==> src/rtl/pcg_pkg.sv <==
// Package: shared word-offset encoding for the clock gating controller.
// Assumes the two low address bits select the word within a bank.
package pcg_pkg;
    typedef enum logic [1:0] {
        WORD_SET   = 2'd0,
        WORD_CLR   = 2'd1,
        WORD_STAT  = 2'd2,
        WORD_SPARE = 2'd3
    } pcg_word_e;
endpackage

==> src/rtl/pcg_decode.sv <==
// Module: pcg_decode
// Turns a bus write into per-bank set and clear strobes.
// Assumes addr is a word index: bank in the upper bits, word in bits [1:0].
// Writes to the spare word or to a missing bank raise no strobe.
module pcg_decode
    import pcg_pkg::*;
#(
    parameter int NUM_BANKS = 2,
    parameter int ADDR_W    = 4
) (
    input  logic                 wr_en,
    input  logic [ADDR_W-1:0]    addr,
    output logic [NUM_BANKS-1:0] set_sel,
    output logic [NUM_BANKS-1:0] clr_sel
);
    localparam int BSEL_W = ADDR_W - 2;

    logic [BSEL_W-1:0] bank_idx;
    pcg_word_e         word;

    assign bank_idx = addr[ADDR_W-1:2];
    assign word     = pcg_word_e'(addr[1:0]);

    // Purpose: one-hot strobe generation, one set/clear pair per bank.
    always_comb begin
        for (int b = 0; b < NUM_BANKS; b++) begin
            set_sel[b] = wr_en && (int'(bank_idx) == b) && (word == WORD_SET);
            clr_sel[b] = wr_en && (int'(bank_idx) == b) && (word == WORD_CLR);
        end
    end

    // at most one bank is touched by a single write
    always_comb begin
        assert_one_bank_R5: assert ($onehot0(set_sel | clr_sel));
    end
endmodule

==> src/rtl/pcg_bank.sv <==
// Module: pcg_bank
// Holds the enable state of one bank of peripheral clocks.
// Assumes set_stb and clr_stb are never high together (a single bus);
// if they were, clear would win. Absent positions (MASK bit 0) stay 0.
module pcg_bank #(
    parameter int            W    = 32,
    parameter logic [W-1:0]  MASK = '1
) (
    input  logic         clk,
    input  logic         rst_n,
    input  logic         set_stb,
    input  logic         clr_stb,
    input  logic [W-1:0] wdata,
    output logic [W-1:0] state
);
    logic [W-1:0] set_bits;
    logic [W-1:0] clr_bits;
    logic [W-1:0] state_q;

    assign set_bits = set_stb ? wdata : '0;
    assign clr_bits = clr_stb ? wdata : '0;

    // Purpose: state register; set where asked, clear where asked, clear wins.
    always_ff @(posedge clk) begin
        if (!rst_n) state_q <= '0;
        else        state_q <= (state_q | (set_bits & MASK)) & ~clr_bits;
    end

    assign state = state_q;

    // reset empties the bank
    assert_reset_clear_R1: assert property (@(posedge clk)
        !rst_n |=> (state_q == '0));

    // written ones appear after a set write
    assert_set_bits_R2: assert property (@(posedge clk) disable iff (!rst_n)
        (set_stb && !clr_stb) |=> ((state_q & $past(wdata & MASK)) == $past(wdata & MASK)));

    // cleared bits are low the very next cycle
    assert_clear_now_R6: assert property (@(posedge clk) disable iff (!rst_n)
        clr_stb |=> ((state_q & $past(wdata)) == '0));

    // bits written as zero keep their value
    assert_zero_hold_R3: assert property (@(posedge clk) disable iff (!rst_n)
        (set_stb || clr_stb) |=> ((state_q & ~$past(wdata)) == ($past(state_q) & ~$past(wdata))));

    // no strobe, no change
    assert_idle_stable_R8: assert property (@(posedge clk) disable iff (!rst_n)
        (!set_stb && !clr_stb) |=> $stable(state_q));
endmodule

==> src/rtl/pcg_readmux.sv <==
// Module: pcg_readmux
// Registered read port: returns a bank's state for its status word and
// zero for any other address. Assumes the flat state vector is bank-major.
module pcg_readmux
    import pcg_pkg::*;
#(
    parameter int NUM_BANKS = 2,
    parameter int BANK_W    = 32,
    parameter int ADDR_W    = 4
) (
    input  logic                        clk,
    input  logic                        rst_n,
    input  logic [ADDR_W-1:0]           addr,
    input  logic [NUM_BANKS*BANK_W-1:0] state_all,
    output logic [BANK_W-1:0]           rd_data
);
    localparam int BSEL_W = ADDR_W - 2;

    logic [BSEL_W-1:0] bank_idx;
    logic [BANK_W-1:0] rd_next;
    logic [BANK_W-1:0] rd_q;

    assign bank_idx = addr[ADDR_W-1:2];

    // Purpose: select the addressed status word, zero elsewhere.
    always_comb begin
        rd_next = '0;
        for (int b = 0; b < NUM_BANKS; b++) begin
            if ((int'(bank_idx) == b) && (pcg_word_e'(addr[1:0]) == WORD_STAT))
                rd_next = state_all[b*BANK_W +: BANK_W];
        end
    end

    // Purpose: register the read result for a one-cycle read latency.
    always_ff @(posedge clk) begin
        if (!rst_n) rd_q <= '0;
        else        rd_q <= rd_next;
    end

    assign rd_data = rd_q;

    // a status read of bank 0 returns the enables of the previous cycle
    assert_status_bank0_R4: assert property (@(posedge clk) disable iff (!rst_n)
        ($past(addr) == ADDR_W'(WORD_STAT)) |-> (rd_q == $past(state_all[BANK_W-1:0])));

    // set and clear words read as zero
    assert_wo_reads_zero_R8: assert property (@(posedge clk) disable iff (!rst_n)
        (addr[1] == 1'b0) |=> (rd_q == '0));
endmodule

==> src/rtl/pcg_ctrl.sv <==
// Module: pcg_ctrl (top)
// Peripheral clock gating controller: NUM_BANKS banks of BANK_W enables,
// each with set, clear and status words on a synchronous register bus.
// Assumes one bus access per cycle; clk_en feeds external gating cells.
module pcg_ctrl #(
    parameter int NUM_BANKS = 2,
    parameter int BANK_W    = 32,
    parameter int ADDR_W    = 4,
    parameter logic [NUM_BANKS*BANK_W-1:0] PRESENT_MASK = 64'h07FF_FFFF_FFFF_FFF8
) (
    input  logic                        clk,
    input  logic                        rst_n,
    input  logic [ADDR_W-1:0]           addr,
    input  logic                        wr_en,
    input  logic [BANK_W-1:0]           wr_data,
    output logic [BANK_W-1:0]           rd_data,
    output logic [NUM_BANKS*BANK_W-1:0] clk_en
);
    localparam int TOTAL_W = NUM_BANKS * BANK_W;

    logic [NUM_BANKS-1:0] set_sel;
    logic [NUM_BANKS-1:0] clr_sel;
    logic [TOTAL_W-1:0]   state_all;

    pcg_decode #(.NUM_BANKS(NUM_BANKS), .ADDR_W(ADDR_W)) u_decode (
        .wr_en   (wr_en),
        .addr    (addr),
        .set_sel (set_sel),
        .clr_sel (clr_sel)
    );

    for (genvar b = 0; b < NUM_BANKS; b++) begin : g_bank
        pcg_bank #(
            .W    (BANK_W),
            .MASK (PRESENT_MASK[b*BANK_W +: BANK_W])
        ) u_bank (
            .clk     (clk),
            .rst_n   (rst_n),
            .set_stb (set_sel[b]),
            .clr_stb (clr_sel[b]),
            .wdata   (wr_data),
            .state   (state_all[b*BANK_W +: BANK_W])
        );
    end

    pcg_readmux #(.NUM_BANKS(NUM_BANKS), .BANK_W(BANK_W), .ADDR_W(ADDR_W)) u_readmux (
        .clk       (clk),
        .rst_n     (rst_n),
        .addr      (addr),
        .state_all (state_all),
        .rd_data   (rd_data)
    );

    assign clk_en = state_all;

    // absent positions never enable
    assert_absent_off_R7: assert property (@(posedge clk) disable iff (!rst_n)
        (clk_en & ~PRESENT_MASK) == '0);
endmodule

==> config.mk <==
export PLATFORM = sky130hd
export DESIGN_NAME = pcg_ctrl
export DESIGN_NICKNAME = d
export VERILOG_FILES = /design/src/rtl/pcg_pkg.sv /design/src/rtl/pcg_decode.sv /design/src/rtl/pcg_bank.sv /design/src/rtl/pcg_readmux.sv /design/src/rtl/pcg_ctrl.sv
export SDC_FILE = /design/constraint.sdc
export NUM_CORES = 1
export LEC_CHECK = 0
export BUFFER_PORTS_ARGS = -buffer_cell sky130_fd_sc_hd__buf_2
export CORE_MARGIN = 3
export CORE_UTILIZATION = 48
export CTS_CLUSTER_DIAMETER = 150
export DETAILED_ROUTE_END_ITERATION = 10
export PLACE_DENSITY = 0.79
export REMOVE_ABC_BUFFERS = 1
export SYNTH_ARGS = -nofsm -noshare
export SYNTH_HDL_FRONTEND = slang
export SYNTH_HIERARCHICAL = 1
export SYNTH_SLANG_ARGS = --single-unit
==> constraint.sdc <==
create_clock -name clk -period 1.9 [get_ports clk]
set_clock_uncertainty 0.05 [all_clocks]
set_input_delay 0.57 -clock clk [delete_from_list [all_inputs] [get_ports clk]]
set_output_delay 0.57 -clock clk [all_outputs]
set_load 0.03 [all_outputs]
[Word-level counts from Yosys, hierarchy flattened]
Index checks and enable logic that the tools add are counted.
Operators by class
  equality and inequality tests: 3
  multiplexer cells: 6
  bitwise gates (word level): 6
  reduce and logical (&&, ||, !) cells: 10
Operator list (count)
  $mux 32: 5
  $and 32x32->32: 2
  $not 32->32: 2
  $or 32x27->32: 1
  $or 32x32->32: 1
  $mux 27: 1
  $logic_and 1x1->1: 8
  $eq 2x2->1 const B: 2
  $logic_not 2->1: 2
  $eq 2x1->1 const B: 1
Storage, ports and cells
  bits in registers: 96
  output and inout port bits: 96

[Depth between registers and ports, before layout]
Gate-level depths: netlist of the first run.
  word-level depth: 6
  gate-level depth with buffers: 6
  gate-level depth less buffers: 4

[By module]
Netlist of the first run, hierarchy kept.
By module, submodules not included
  pcg_bank at g_bank[1].u_bank: times used 1, cells an instance 105, area an instance 1183.6 sq um, sequential area each 640.6 sq um
  pcg_readmux: times used 1, cells an instance 105, area an instance 1172.4 sq um, sequential area each 640.6 sq um
  pcg_bank at g_bank[0].u_bank: times used 1, cells an instance 106, area an instance 1143.6 sq um, sequential area each 640.6 sq um
  pcg_decode: times used 1, cells an instance 7, area an instance 45.0 sq um, sequential area each 0.0 sq um

[Worst setup path after synthesis of the first run]
OpenSTA, ideal clock, no wires.
  kind: input to register
  start point: input addr[0]
  end point: register g_bank[0].u_bank.state_q[19]
  data arrival time: 1647 ps
  path slack: 124 ps
  stages: 6
  buffers on the path: 2
  cells stage by stage: or3b_1 -> nor3_2 -> buf_4 -> buf_2 -> a21oi_1 -> a211oi_2
Between the ends
  word-level cells in the longest chain between the ends: 5
RTL lines
  start: declaration: line pcg_ctrl.sv:13  | input logic [ADDR_W-1:0] addr,
  $logic_not 2->1: line pcg_decode.sv:27  | set_sel[b] = wr_en && (int'(bank_idx) == b) && (word == WORD_SET);
  $logic_and 1x1->1: line pcg_decode.sv:27
  net set_sel[0]: line pcg_ctrl.sv:21  | logic [NUM_BANKS-1:0] set_sel;
  $mux 32: line pcg_bank.sv:20  | assign set_bits = set_stb ? wdata : '0;
  $or 32x32->32: line pcg_bank.sv:26  | else state_q <= (state_q | (set_bits & MASK)) & ~clr_bits;
  $and 32x32->32: line pcg_bank.sv:26
  end signal: assignment: line pcg_bank.sv:26
  end: declaration: line pcg_bank.sv:18  | logic [W-1:0] state_q;
The timed path passes the listed nets, and every way through them passes these cells.
A chain may end at the register's enable or synchronous reset.

[Worst setup path after layout of the first run]
  start point: input addr[0]
  end point: register g_bank[0].u_bank.state_q[10]
The elaborated chain is that of the path after synthesis.

==> results of run 1 <==
[sequential cells by signal, summed over array words and instances, names as in the netlist]
signal	cells
u_readmux/rd_data	32
g_bank.u_bank/state	64
[critical path, stage by stage]
cell and delay (ns):
buf_2 0.11, or3b_1 0.44, nor3_4 0.15, buf_4 0.24
a21oi_1 0.10, a211oi_1 0.21
[final timing paths]
kind | start | to | slack (ns) | depth (start not counted)
hold reg to reg | g_bank[0].u_bank/state[2] | g_bank[0].u_bank/state[2] | 0.40 | 2
hold / removal | wr_data[0] | g_bank[0].u_bank/state[0] | 0.36 | 2
setup reg to reg | g_bank[0].u_bank/state[10] | g_bank[0].u_bank/state[10] | 1.11 | 2
setup / recovery | addr[0] | g_bank[0].u_bank/state[10] | 0.29 | 6
[through the flow]
stage	setup TNS (ns)	power [uW]	instances	setup slack (ns)	hold WS, ns
global placement	0	2340	542	0.03491	0.3815
global route	0	3804	558	0.1889	0.3614
detailed placement	-0.4628	2347	542	-0.09669	0.3938
CTS	0	3696	558	0.2871	0.3469
finish	0	3664	558	0.2873	0.3621
floorplan	-64.86	2192	298	-1.342	0.5158
[area by class of cell]
cell class	count	share of cell area [%]
sequential	96	42.62
timing repair buffer	148	18.04
tap	96	2.664
multi-input combinational	200	32.02
inverter	2	0.1665
clock inverter	7	1.748
clock buffer	9	2.747
[power by group]
part           total, uW  switching [uW]  internal (uW)
Sequential          2040            11.9           2030
Combinational        264             177           86.9
Clock               1360             740            622
Total               3660             929           2740
[cell usage in the layout (no fill, tap or decap)]
cell type / count
nor2_2: 1
clkinvlp_4: 3
nand4bb_2: 1
nor2_1: 32
inv_6: 3
nand3b_1: 1
nor3_2: 1
buf_4: 11
nand2_1: 8
a21oi_1: 64
buf_12: 3
buf_2: 134
inv_2: 2
clkbuf_8: 9
nor3_4: 1
a211oi_2: 30
dfxtp_1: 96
a211oi_1: 26
nor2_4: 1
or3b_1: 1
bufinv_16: 1
mux2i_1: 32
nand2b_1: 1
[routing by layer]
layer  vias to the layer above  track usage (%)  routed length (microns)
met2                       107            37.53                     4473
met3                        13            4.676                      570
met5                         -                0                        0
met4                         0            9.158                      177
met1                      1380            26.04                     3829
li1                       1439                -                        -
[kinds of logic after synthesis]
family / share of synthesized area (%)
muxes: 9.036
AOI/OAI and AO/OA: 25.13
DFF: 54.22
and+or+nand+nor: 5.824
buffers and inverters: 5.789
==> impl_metrics.csv, run 1 <==
group,metric,value,unit
outcome,status,"completed",
yosys,ys_types,18,
clocking,h-tree-depth,3,
job,maxCapViolCount,0,
yosys,ys_top_cells_by_count,"dfxtp_1 (96), a21oi_1 (64), nor2_1 (34)",
route,post_drt_wl_per_cell,16.22,microns
route,dr_total_vias,2939,
clocking,cts_resized,0,
layout,multi_input_area,1444,sq um
worst_setup_path,crit_path_end_kind,"flip-flop",
yosys,synth.area.top_cells,"dfxtp_1 (54%), a211oi_2 (11%), a21oi_1 (9.0%)",
route,antenna_left,0,
clocking,cts_max_path_buffers,2,
yosys,synth_top_area_share,54.22,%
worst_setup_path,worstPathMaxFanout,16,
route,drtIter0Drc,123,
sta,worst_pin_slew,0.7618,ns
sta,hold_violations,0,
global_route,grt_pass1_vias,2872,
global_route,antenna_found_initial,0,
global_route,grt_max_degree,30,
floorplanning,die_y,91.94,microns
yosys,async_flop_share,0,%
yosys,syn_inst,323,
worst_setup_path,arrival,1.83,ns
route,viasPerCell,5.267,
route,drc,0,
clocking,holdBufCountCts,0,
sta,rsz0062_at_grt,"false",
route,dr.pass1.iters,4,
route,wirelength,9050,microns
global_route,grt_usage,21.72,%
worst_hold_path,hp-class,"input pin to flip-flop",
layout,ff_latch_area,1922,sq um
sta,slew_headroom,49.14,%
floorplanning,ioPinCount,135,
yosys,synth_top_area_cell,"dfxtp_1",
floorplanning,die_area,8452,sq um
yosys,yosysMostFrequentCell,"dfxtp_1",
floorplanning,core_area,6982,sq um
worst_setup_path,critPathKind,"input pin to flip-flop",
placement,placed_area,4307,sq um
layout,final_nets,496,
placement,gp_congestion,0.7664,
clocking,clock_latency,0.36,ns
yosys,synth-main-ff-cell,"dfxtp_1",
sta,finalSetupViolations,0,
yosys,avgSynthCellArea,10.97,sq um
power,p_per_area,812.6,nW/um^2
layout,antenna_cells,0,
layout,drive_gt1_share,43.51,%
sta,maxSlewViolCount,0,
power,power.leakage,0.001982,uW
yosys,yosysSeqAreaShare,54.22,%
floorplanning,start_util,50.77,%
clocking,cts_made_buffers,9,
layout,fillCellCount,570,
clocking,cts-root-buf,"clkbuf_8",
worst_setup_path,cp.required,2.12,ns
yosys,synth_area,3545,sq um
floorplanning,dieWidth,91.94,microns
clocking,cts_setup_buffers,0,
power,ir_drop,0.4410,mV
worst_setup_path,worstSetupStartpointType,"input pin",
sta,max_freq,620.1,MHz
placement,numPortBuffers,134,
layout,final_util,64.59,%
floorplanning,std_cell_rows,30,
layout,area_growth,27.21,%
global_route,grt_pass1_wl,14700,microns
clocking,clock_sinks,96,
yosys,yosysWarnings,6,
yosys,synth_edf_count,0,
layout,stdcell_area,4509,sq um
sta,final.min_clock_period,1.613,ns
global_route,globalRouteOverflowTotal,0,
placement,dpl.hpwl,6229,microns
clocking,cts_tree,"done",
clocking,clkTransAtPathRegs,0.10,ns
sta,period_share,84.88,%
yosys,synth-seq-cells,96,
Note: power is estimated with default switching activity, not from simulation.
==> inputs of run 2 (changes only) <==
clock period = 1.6 ns   (was 1.9 ns; I/O delays follow)
==> impl_metrics.csv, run 2 (synthesis results as in run 1) <==
group,metric,value,unit
outcome,status,"completed",
global_route,grt_pass1_vias,2894,
layout,drive_gt1_share,43.53,%
layout,area_growth,27.14,%
floorplanning,ioPinCount,135,
floorplanning,start_util,50.77,%
worst_hold_path,hp-class,"input pin to flip-flop",
sta,maxSlewViolCount,0,
clocking,cts-root-buf,"clkbuf_8",
route,wirelength,8934,microns
layout,final_cell_mix,"buf_2 (134), dfxtp_1 (96), a21oi_1 (64)",
sta,worst_pin_slew,0.7184,ns
worst_setup_path,worstSetupStartpointType,"input pin",
sta,max_freq,664.3,MHz
worst_setup_path,crit_chain,"buf_2 > or3b_1 > nor3_4 > buf_4 > a21oi_1 > a211oi_2",
job,maxCapViolCount,0,
layout,fillCellCount,597,
sta,whs,0.2856,ns
clocking,cts_made_buffers,9,
power,power.leakage,0.001996,uW
clocking,clock_sinks,96,
sta,slew_headroom,52.04,%
worst_setup_path,critPathKind,"input pin to flip-flop",
placement,dp_slack,-0.2268,ns
clocking,clock_latency,0.34,ns
global_route,grt_usage,20.65,%
placement,placed_area,4309,sq um
worst_setup_path,crit_start,"addr[0]",
clocking,holdBufCountCts,0,
placement,dpl.hpwl,6354,microns
global_route,busiest_layer,"met2",
clocking,cts_setup_buffers,0,
floorplanning,die_y,91.94,microns
power,p_total,4293,uW
sta,rsz0062_at_grt,"false",
sta,final.min_clock_period,1.505,ns
clocking,clkTransAtPathRegs,0.09,ns
route,antenna_left,0,
worst_setup_path,r2r-start,"g_bank[0].u_bank/state[26]",
worst_setup_path,cp.buffers_inverters,2,
clocking,cts_max_path_buffers,2,
layout,largest_reg_flops,64,
placement,numPortBuffers,134,
worst_hold_path,min_from,"wr_data[28]",
clocking,cts_tree,"done",
global_route,met3_usage,3.692,%
placement,gp_congestion,0.7960,
route,viasPerCell,5.296,
clocking,cts_resized,0,
layout,stdcell_area,4507,sq um
worst_setup_path,cp.required,1.81,ns
sta,hold_violations,0,
sta,finalSetupTns,0,ns
global_route,grt_pass1_wl,14270,microns
sta,finalSetupViolations,0,
global_route,grt_util_met2,36.01,%
sta,setup_ws,0.09466,ns
global_route,antenna_found_initial,0,
sta,period_share,94.08,%
worst_setup_path,crit_path_end_kind,"flip-flop",
layout,final_nets,498,
route,dr_total_vias,2966,
global_route,globalRouteOverflowTotal,0,
floorplanning,die_area,8452,sq um
layout,antenna_cells,0,
power,p_per_area,952.6,nW/um^2
global_route,grtUsageMet1,25.63,%
global_route,grt_max_degree,30,
worst_setup_path,crit_path_max_incr_delay,0.45,ns
power,ir_drop,0.4142,mV
worst_setup_path,cp_slowest_cell,"or3b_1",
route,drc,0,
floorplanning,std_cell_rows,30,
worst_setup_path,critical-path-top-delay-family,"simple AND/OR/NAND/NOR gates",
route,drtIter0Drc,116,
route,dr.pass1.iters,6,
floorplanning,dieWidth,91.94,microns
worst_setup_path,arrival,1.71,ns
clocking,h-tree-depth,3,
route,post_drt_wl_per_cell,15.95,microns
floorplanning,core_area,6982,sq um
layout,final_common_cell,"buf_2",
worst_setup_path,worstPathMaxFanout,16,
## run 2: cell types whose count changed in the layout (fill, tap and decap cells not counted)
cell        previous run  this run
buf_12                 3         2
buf_4                 11        14
clkbuf_1               0         1
clkbuf_8               9        10
clkinv_2               0         2
clkinv_4               0         1
clkinvlp_4             3         1
inv_6                  3         0
## run 2: where the power goes
| group | internal (uW) | total [uW] | switching [uW] |
|---|---|---|---|
| Clock | 764 | 1560 | 799 |
| Combinational | 104 | 310 | 206 |
| Sequential | 2410 | 2420 | 14.7 |
## run 2: worst paths after layout
path                                end  slack [ns]  cells past startpoint
min          g_bank[1].u_bank/state[28]        0.29                      2
max          g_bank[0].u_bank/state[26]        0.09                      6
min reg2reg   g_bank[0].u_bank/state[2]        0.40                      2
max reg2reg  g_bank[0].u_bank/state[26]        0.82                      2
## run 2: per-stage QoR
step	util (%)	std cells
2_1_floorplan	-	298
3_3_place_gp	61.72	544
3_5_place_dp	61.72	544
4_1_cts	64.55	560
5_1_grt	64.55	560
6_report	64.55	560
## run 2: worst register-to-register path, cell delays in order (launching register included)
cell and delay, ns:
dfxtp_1 0.39, a21oi_1 0.07, a211oi_2 0.18
## run 2: per-layer routing
| layer | vias up | part of all wire [%] |
|---|---|---|
| li1 | 1449 | - |
| met1 | 1398 | 44 |
| met2 | 108 | 50 |
| met3 | 11 | 4.9 |
| met4 | 0 | 1.3 |
| met5 | - | 0 |
## run 2: final cells by class
class / count / area (sq um) / share of cell area (%)
flip-flops and latches: 96 / 1922 / 42.64
repair buffers: 150 / 815.8 / 18.10
inverters: 2 / 7.507 / 0.1666
clock inverters: 5 / 56.30 / 1.249
multi-input cells: 200 / 1444 / 32.04
well taps: 96 / 120.1 / 2.665
clock buffers: 11 / 141.4 / 3.137
